<file path="src/rtl/lu_pkg.sv">
package lu_pkg;
  parameter int unsigned LU_REG_W = 5;
  parameter int unsigned LU_TAG_W = 8;
  parameter int unsigned LU_NSRC  = 2;

  typedef enum logic {
    PIPE_RUN  = 1'b0,
    PIPE_HOLD = 1'b1
  } pipe_mode_e;
endpackage

</file>
<file path="src/rtl/lu_hazard_detect.sv">
module lu_hazard_detect #(
  parameter int unsigned REG_W = lu_pkg::LU_REG_W,
  parameter int unsigned NSRC  = lu_pkg::LU_NSRC
) (
  input  logic                       ex_valid,
  input  logic                       ex_load,
  input  logic [REG_W-1:0]           ex_rd,
  input  logic                       id_valid,
  input  logic [NSRC-1:0][REG_W-1:0] id_src,
  input  logic [NSRC-1:0]            id_use,
  output logic                       stall
);
  logic [NSRC-1:0] src_hit;
  logic            producer_live;

  for (genvar s = 0; s < NSRC; s++) begin : g_src
    assign src_hit[s] = id_use[s] && (id_src[s] == ex_rd);
  end

  assign producer_live = ex_valid && ex_load && (ex_rd != '0);
  assign stall         = producer_live && id_valid && (|src_hit);

  always_comb begin

    if (ex_rd == '0) begin
      rd0_nostall_chk: assert (!stall);
    end
  end
endmodule

</file>
<file path="src/rtl/lu_stage_reg.sv">
module lu_stage_reg #(
  parameter int unsigned W = 8
) (
  input  logic         clk,
  input  logic         rst_n,
  input  logic         we,
  input  logic         clr,
  input  logic [W-1:0] d,
  output logic [W-1:0] q
);
  always_ff @(posedge clk or negedge rst_n) begin
    if (!rst_n)   q <= '0;
    else if (clr) q <= '0;
    else if (we)  q <= d;
  end


  hold_stable_chk: assert property (@(posedge clk) disable iff (!rst_n)
    (!we && !clr) |=> (q == $past(q)));


  clear_zero_chk: assert property (@(posedge clk) disable iff (!rst_n)
    clr |=> (q == '0));
endmodule

</file>
<file path="src/rtl/lu_stall_top.sv">
module lu_stall_top #(
  parameter int unsigned REG_W = lu_pkg::LU_REG_W,
  parameter int unsigned TAG_W = lu_pkg::LU_TAG_W
) (
  input  logic             clk,
  input  logic             rst_n,
  input  logic             fetch_valid,
  output logic             fetch_ready,
  input  logic [TAG_W-1:0] fetch_tag,
  input  logic [REG_W-1:0] fetch_rd,
  input  logic [REG_W-1:0] fetch_rs1,
  input  logic [REG_W-1:0] fetch_rs2,
  input  logic             fetch_use1,
  input  logic             fetch_use2,
  input  logic             fetch_load,
  input  logic             fetch_wr,
  output logic             pc_we,
  output logic             ifid_we,
  output logic             bubble,
  output logic             id_valid,
  output logic [TAG_W-1:0] id_tag,
  output logic             ex_valid,
  output logic [TAG_W-1:0] ex_tag,
  output logic [REG_W-1:0] ex_rd,
  output logic             ex_load,
  output logic             ex_wr
);
  import lu_pkg::*;

  localparam int unsigned NSRC = 2;

  typedef struct packed {
    logic [TAG_W-1:0] tag;
    logic [REG_W-1:0] rd;
    logic [REG_W-1:0] rs2;
    logic [REG_W-1:0] rs1;
    logic             u2;
    logic             u1;
    logic             ld;
    logic             wr;
    logic             v;
  } slot_t;

  localparam int unsigned SLOT_W = $bits(slot_t);

  slot_t      if_slot, id_slot, ex_slot;
  logic       stall;
  pipe_mode_e mode;
  logic [NSRC-1:0][REG_W-1:0] id_src;
  logic [NSRC-1:0]            id_use;

  always_comb begin
    if_slot = '0;
    if (fetch_valid) begin
      if_slot.tag = fetch_tag;
      if_slot.rd  = fetch_rd;
      if_slot.rs1 = fetch_rs1;
      if_slot.rs2 = fetch_rs2;
      if_slot.u1  = fetch_use1;
      if_slot.u2  = fetch_use2;
      if_slot.ld  = fetch_load;
      if_slot.wr  = fetch_wr;
      if_slot.v   = 1'b1;
    end
  end

  assign id_src = {id_slot.rs2, id_slot.rs1};
  assign id_use = {id_slot.u2, id_slot.u1};

  lu_hazard_detect #(.REG_W(REG_W), .NSRC(NSRC)) u_detect (
    .ex_valid (ex_slot.v),
    .ex_load  (ex_slot.ld),
    .ex_rd    (ex_slot.rd),
    .id_valid (id_slot.v),
    .id_src   (id_src),
    .id_use   (id_use),
    .stall    (stall)
  );

  assign mode        = stall ? PIPE_HOLD : PIPE_RUN;
  assign pc_we       = (mode == PIPE_RUN);
  assign ifid_we     = (mode == PIPE_RUN);
  assign fetch_ready = (mode == PIPE_RUN);
  assign bubble      = (mode == PIPE_HOLD);

  lu_stage_reg #(.W(SLOT_W)) u_ifid (
    .clk   (clk),
    .rst_n (rst_n),
    .we    (ifid_we),
    .clr   (1'b0),
    .d     (SLOT_W'(if_slot)),
    .q     (id_slot)
  );

  lu_stage_reg #(.W(SLOT_W)) u_idex (
    .clk   (clk),
    .rst_n (rst_n),
    .we    (1'b1),
    .clr   (bubble),
    .d     (SLOT_W'(id_slot)),
    .q     (ex_slot)
  );

  assign id_valid = id_slot.v;
  assign id_tag   = id_slot.tag;
  assign ex_valid = ex_slot.v;
  assign ex_tag   = ex_slot.tag;
  assign ex_rd    = ex_slot.rd;
  assign ex_load  = ex_slot.ld;
  assign ex_wr    = ex_slot.wr;


  single_bubble_chk: assert property (@(posedge clk) disable iff (!rst_n)
    bubble |=> !bubble);


  stall_cause_chk: assert property (@(posedge clk) disable iff (!rst_n)
    bubble |-> (ex_load && ex_valid && id_valid));


  no_fetch_in_stall_chk: assert property (@(posedge clk) disable iff (!rst_n)
    bubble |-> (!pc_we && !fetch_ready));
endmodule

</file>
<file path="config.mk">
export PLATFORM = sky130hd
export DESIGN_NAME = lu_stall_top
export DESIGN_NICKNAME = d
export VERILOG_FILES = /design/src/rtl/lu_pkg.sv /design/src/rtl/lu_hazard_detect.sv /design/src/rtl/lu_stage_reg.sv /design/src/rtl/lu_stall_top.sv
export SDC_FILE = /design/constraint.sdc
export NUM_CORES = 1
export LEC_CHECK = 0
export ABC_CLOCK_PERIOD_IN_PS = 2400
export BUFFER_PORTS_ARGS = -buffer_cell sky130_fd_sc_hd__buf_4
export CAP_MARGIN = 20
export CORE_MARGIN = 2
export CORE_UTILIZATION = 42
export DETAILED_ROUTE_END_ITERATION = 8
export PLACE_DENSITY = 0.75
export REMOVE_ABC_BUFFERS = 1
export SLEW_MARGIN = 20
export SYNTH_ARGS = -nofsm -noshare
export SYNTH_HDL_FRONTEND = slang
export SYNTH_SLANG_ARGS = --single-unit
</file>
<file path="constraint.sdc">
create_clock -name clk -period 2.4 [get_ports clk]
set_clock_uncertainty 0.15 [all_clocks]
set_input_delay 0 -clock clk [delete_from_list [all_inputs] [get_ports clk]]
set_output_delay 0 -clock clk [all_outputs]
set_load 0.02 [all_outputs]
</file>
==> impl_metrics.json <==
{
  "viasPerCell": 4.46,
  "worst_pin_slew_ns": 0.550,
  "maxCapViolations": 0,
  "powerDensity_mw_per_mm2": 544,
  "crit_path_end_kind": "output port",
  "netlist_instances": 178,
  "grt_pass1_vias": 1491,
  "fin_nets": 314,
  "finalMaxSlewViolations": 0,
  "synth_area_sq_mm": 0.00198,
  "grt_first_pass_wirelength_um": 6630,
  "worstPathRequired_ns": 2.25,
  "fmax_ghz": 0.444,
  "crit_type": "flip-flop to output port",
  "r2r-start": "u_idex.q[16]$_DFF_PN0_",
  "syn2layout_area_growth_pct": 53.8,
  "port_buffers": 58,
  "syn_area_per_cell_sq_um": 11.1,
  "place_inst": 273,
  "setup_violations": 0,
  "synth-seq-cells": 44,
  "cts-htree-levels": 2,
  "path_clk_slew_ns": 0.08,
  "ff2ff_setup_slack_ns": 0.33,
  "overflow": 0,
  "initial_core_util_pct": 44.5,
  "rows": 24,
  "clockBufferDepth": 2,
  "ys_seq_area_share_pct": 55.7,
  "cts.sinks": 44,
  "hold_class": "input pin to asynchronous set/reset pin",
  "grt_max_degree": 45,
  "rsz0062_at_grt": "false",
  "yosysUniqueCellTypes": 17,
  "ant_nets": 0,
  "drcViolationCount": 0,
  "place_congestion": 0.716,
  "min_period_ns": 2.25,
  "layout-drive-gt1-share_pct": 24.6,
  "grtUsageTotal_pct": 16.3,
  "placed_area_sq_mm": 0.00235,
  "hold_violations": 0,
  "final_util_pct": 68.5,
  "cp_cell_sequence": "or4_1 > o2111ai_1 > a21o_4 > buf_4 > inv_1 > buf_4",
  "worst_r2r_endpoint": "u_ifid.q[6]$_DFFE_PN0N_",
  "num_vias": 1503,
  "reg2reg_depth": 5,
  "crit_fanout": 12,
  "gr-usage-met3_pct": 5.25,
  "final_area_sq_mm": 0.00304,
  "post_drt_wl_per_cell_um": 12.0,
  "critPathMaxStageDelay_ns": 0.54,
  "layoutNonFillerInstCount": 337,
  "cts-root-buf": "clkbuf_8",
  "status": "finished clean",
  "top_usage_layer": "met2",
  "die_y_um": 72.6,
  "gr-usage-met2_pct": 29.6,
  "core_sq_mm": 0.00444,
  "place_ws_ns": 0.232,
  "clkLatencyLatePin_ns": 0.29,
  "start_kind": "flip-flop",
  "hpwl_um": 2320,
  "met1_usage_pct": 18.9,
  "ys_warn_count": 0,
  "nFillCells": 338,
  "ir_worst_vdd_mv": 0.315,
  "postCtsSetupBuffers": 0,
  "leakagePower_nw": 1.65,
  "antenna_found_initial": 0,
  "cts_tree": "yes",
  "die_x_um": 72.6,
  "cts_buffers": 5,
  "dr.pass1.iters": 2,
  "worstPathArrival_ns": 2.10,
  "dieArea_sq_mm": 0.00528,
  "io_pins": 59,
  "n_antenna_cell": 0,
  "finalSetupTns_ns": 0,
  "finalCritPeriodShare_pct": 93.9,
  "critical-path-slowest-cell": "or4_1",
  "path_common_cell": "buf_4",
  "setup_ws_ns": 0.147,
  "drt_iter0_markers": 108,
  "max_slew_margin_pct": 63.4,
  "wirelength_um": 4050
}
[how the worst max path moves through the flow]
stage                                 startpoint                  endpoint  slack (ns)  depth (start not counted)
after floorplan           u_idex.q[16]$_DFF_PN0_                    bubble       -0.68                          4
after global placement    u_idex.q[18]$_DFF_PN0_    u_idex.q[24]$_DFF_PN0_        0.34                          6
after detailed placement  u_idex.q[16]$_DFF_PN0_  u_ifid.q[13]$_DFFE_PN0N_        0.23                          5
after CTS                 u_idex.q[16]$_DFF_PN0_                    bubble        0.03                          6
after global routing      u_idex.q[16]$_DFF_PN0_                    bubble        0.03                          6
final                     u_idex.q[16]$_DFF_PN0_                    bubble        0.15                          6
[what timing repair did]
item / 4_1_cts / 5_1_grt
gates resized for setup: 0 / 1
hold buffers: 56 / 0
endpoints found under the setup margin: 0 / 1
endpoints found under the hold margin: 72 / 0
[worst max-delay path: cells and delay by family, from the launching register on]
family                 cells  cell delay (ns)
and+or+nand+nor            1             0.54
AOI/OAI and AO/OA          2             0.45
DFF                        1             0.43
buffers and inverters      3             0.40
[cells by family after synthesis]
family,Yosys count,synth area share (%)
muxes,27,13.7
AOI/OAI and AO/OA,2,0.822
and+or+nand+nor,49,12.0
buffers and inverters,46,13.4
DFF,44,55.7
xor gates and xnor gates,10,4.43
[state kept, by name (all words and copies together) (netlist names)]
name and flops:
u_idex.q 16, u_ifid.q 28
[power breakdown]
part	switching, W	internal, W	leakage [nW]	total [W]
Clock	0.000251	0.000340	0.0614	0.000592
Combinational	0.000108	0.000151	1.03	0.000259
Sequential	0.0000257	0.000779	0.565	0.000805
Total	0.000385	0.00127	1.65	0.00166
[Yosys cell counts]
cell type,instances,area share (%)
and2_1,16,5.1
dfrtp_1,44,56
nand3_1,2,0.51
nand2_1,27,5.1
clkbuf_1,3,0.57
buf_6,3,1.7
xor2_1,8,3.5
nand2b_1,1,0.32
or4_1,1,0.38
a21o_1,1,0.38
o2111ai_1,1,0.44
buf_4,10,3.8
buf_12,2,2.0
nor4_1,2,0.63
inv_1,28,5.3
xnor2_1,2,0.89
mux2i_1,27,14
[stage by stage]
step	hold WS [ns]	total power, W
final	0.107	0.00166
after global routing	0.148	0.00174
after CTS	0.107	0.00167
after detailed placement	-0.119	0.00101
after global placement	-0.120	0.00100
after floorplan	-0.446	0.000900
[cell usage in the layout, fill, tap and decap left out]
master,Yosys,layout
mux2i_1,27,27
clkbuf_8,0,6
o2111ai_1,1,1
xor2_1,8,8
buf_4,10,60
nand2b_1,1,1
bufinv_16,0,1
inv_1,28,28
nand2_1,27,27
or4_1,1,1
nand3_1,2,2
xnor2_1,2,2
buf_12,2,1
clkinv_4,0,1
dfrtp_1,44,44
nor4_1,2,2
and2_1,16,16
dlygate4sd3_1,0,56
a21o_4,0,1
[final cells by class]
type                       count  area (sq um)  share of cell area (%)
clock buffer                   6          82.6                    2.71
multi-input combinational     88           619                    20.4
timing repair buffer         117          1030                    33.9
sequential                    44          1100                    36.2
clock inverter                 2          38.8                    1.27
tap                           52          65.1                    2.14
inverter                      28           105                    3.45
[layer usage]
layer | share of wire, % | vias to the layer above | wire length [um]
met5 | 0 | - | 0
met1 | 42 | 717 | 1690
met3 | 5.8 | 4 | 235
met2 | 52 | 38 | 2110
met4 | 0.47 | 0 | 19
li1 | - | 744 | -
Power figures use the tool's default switching activity.
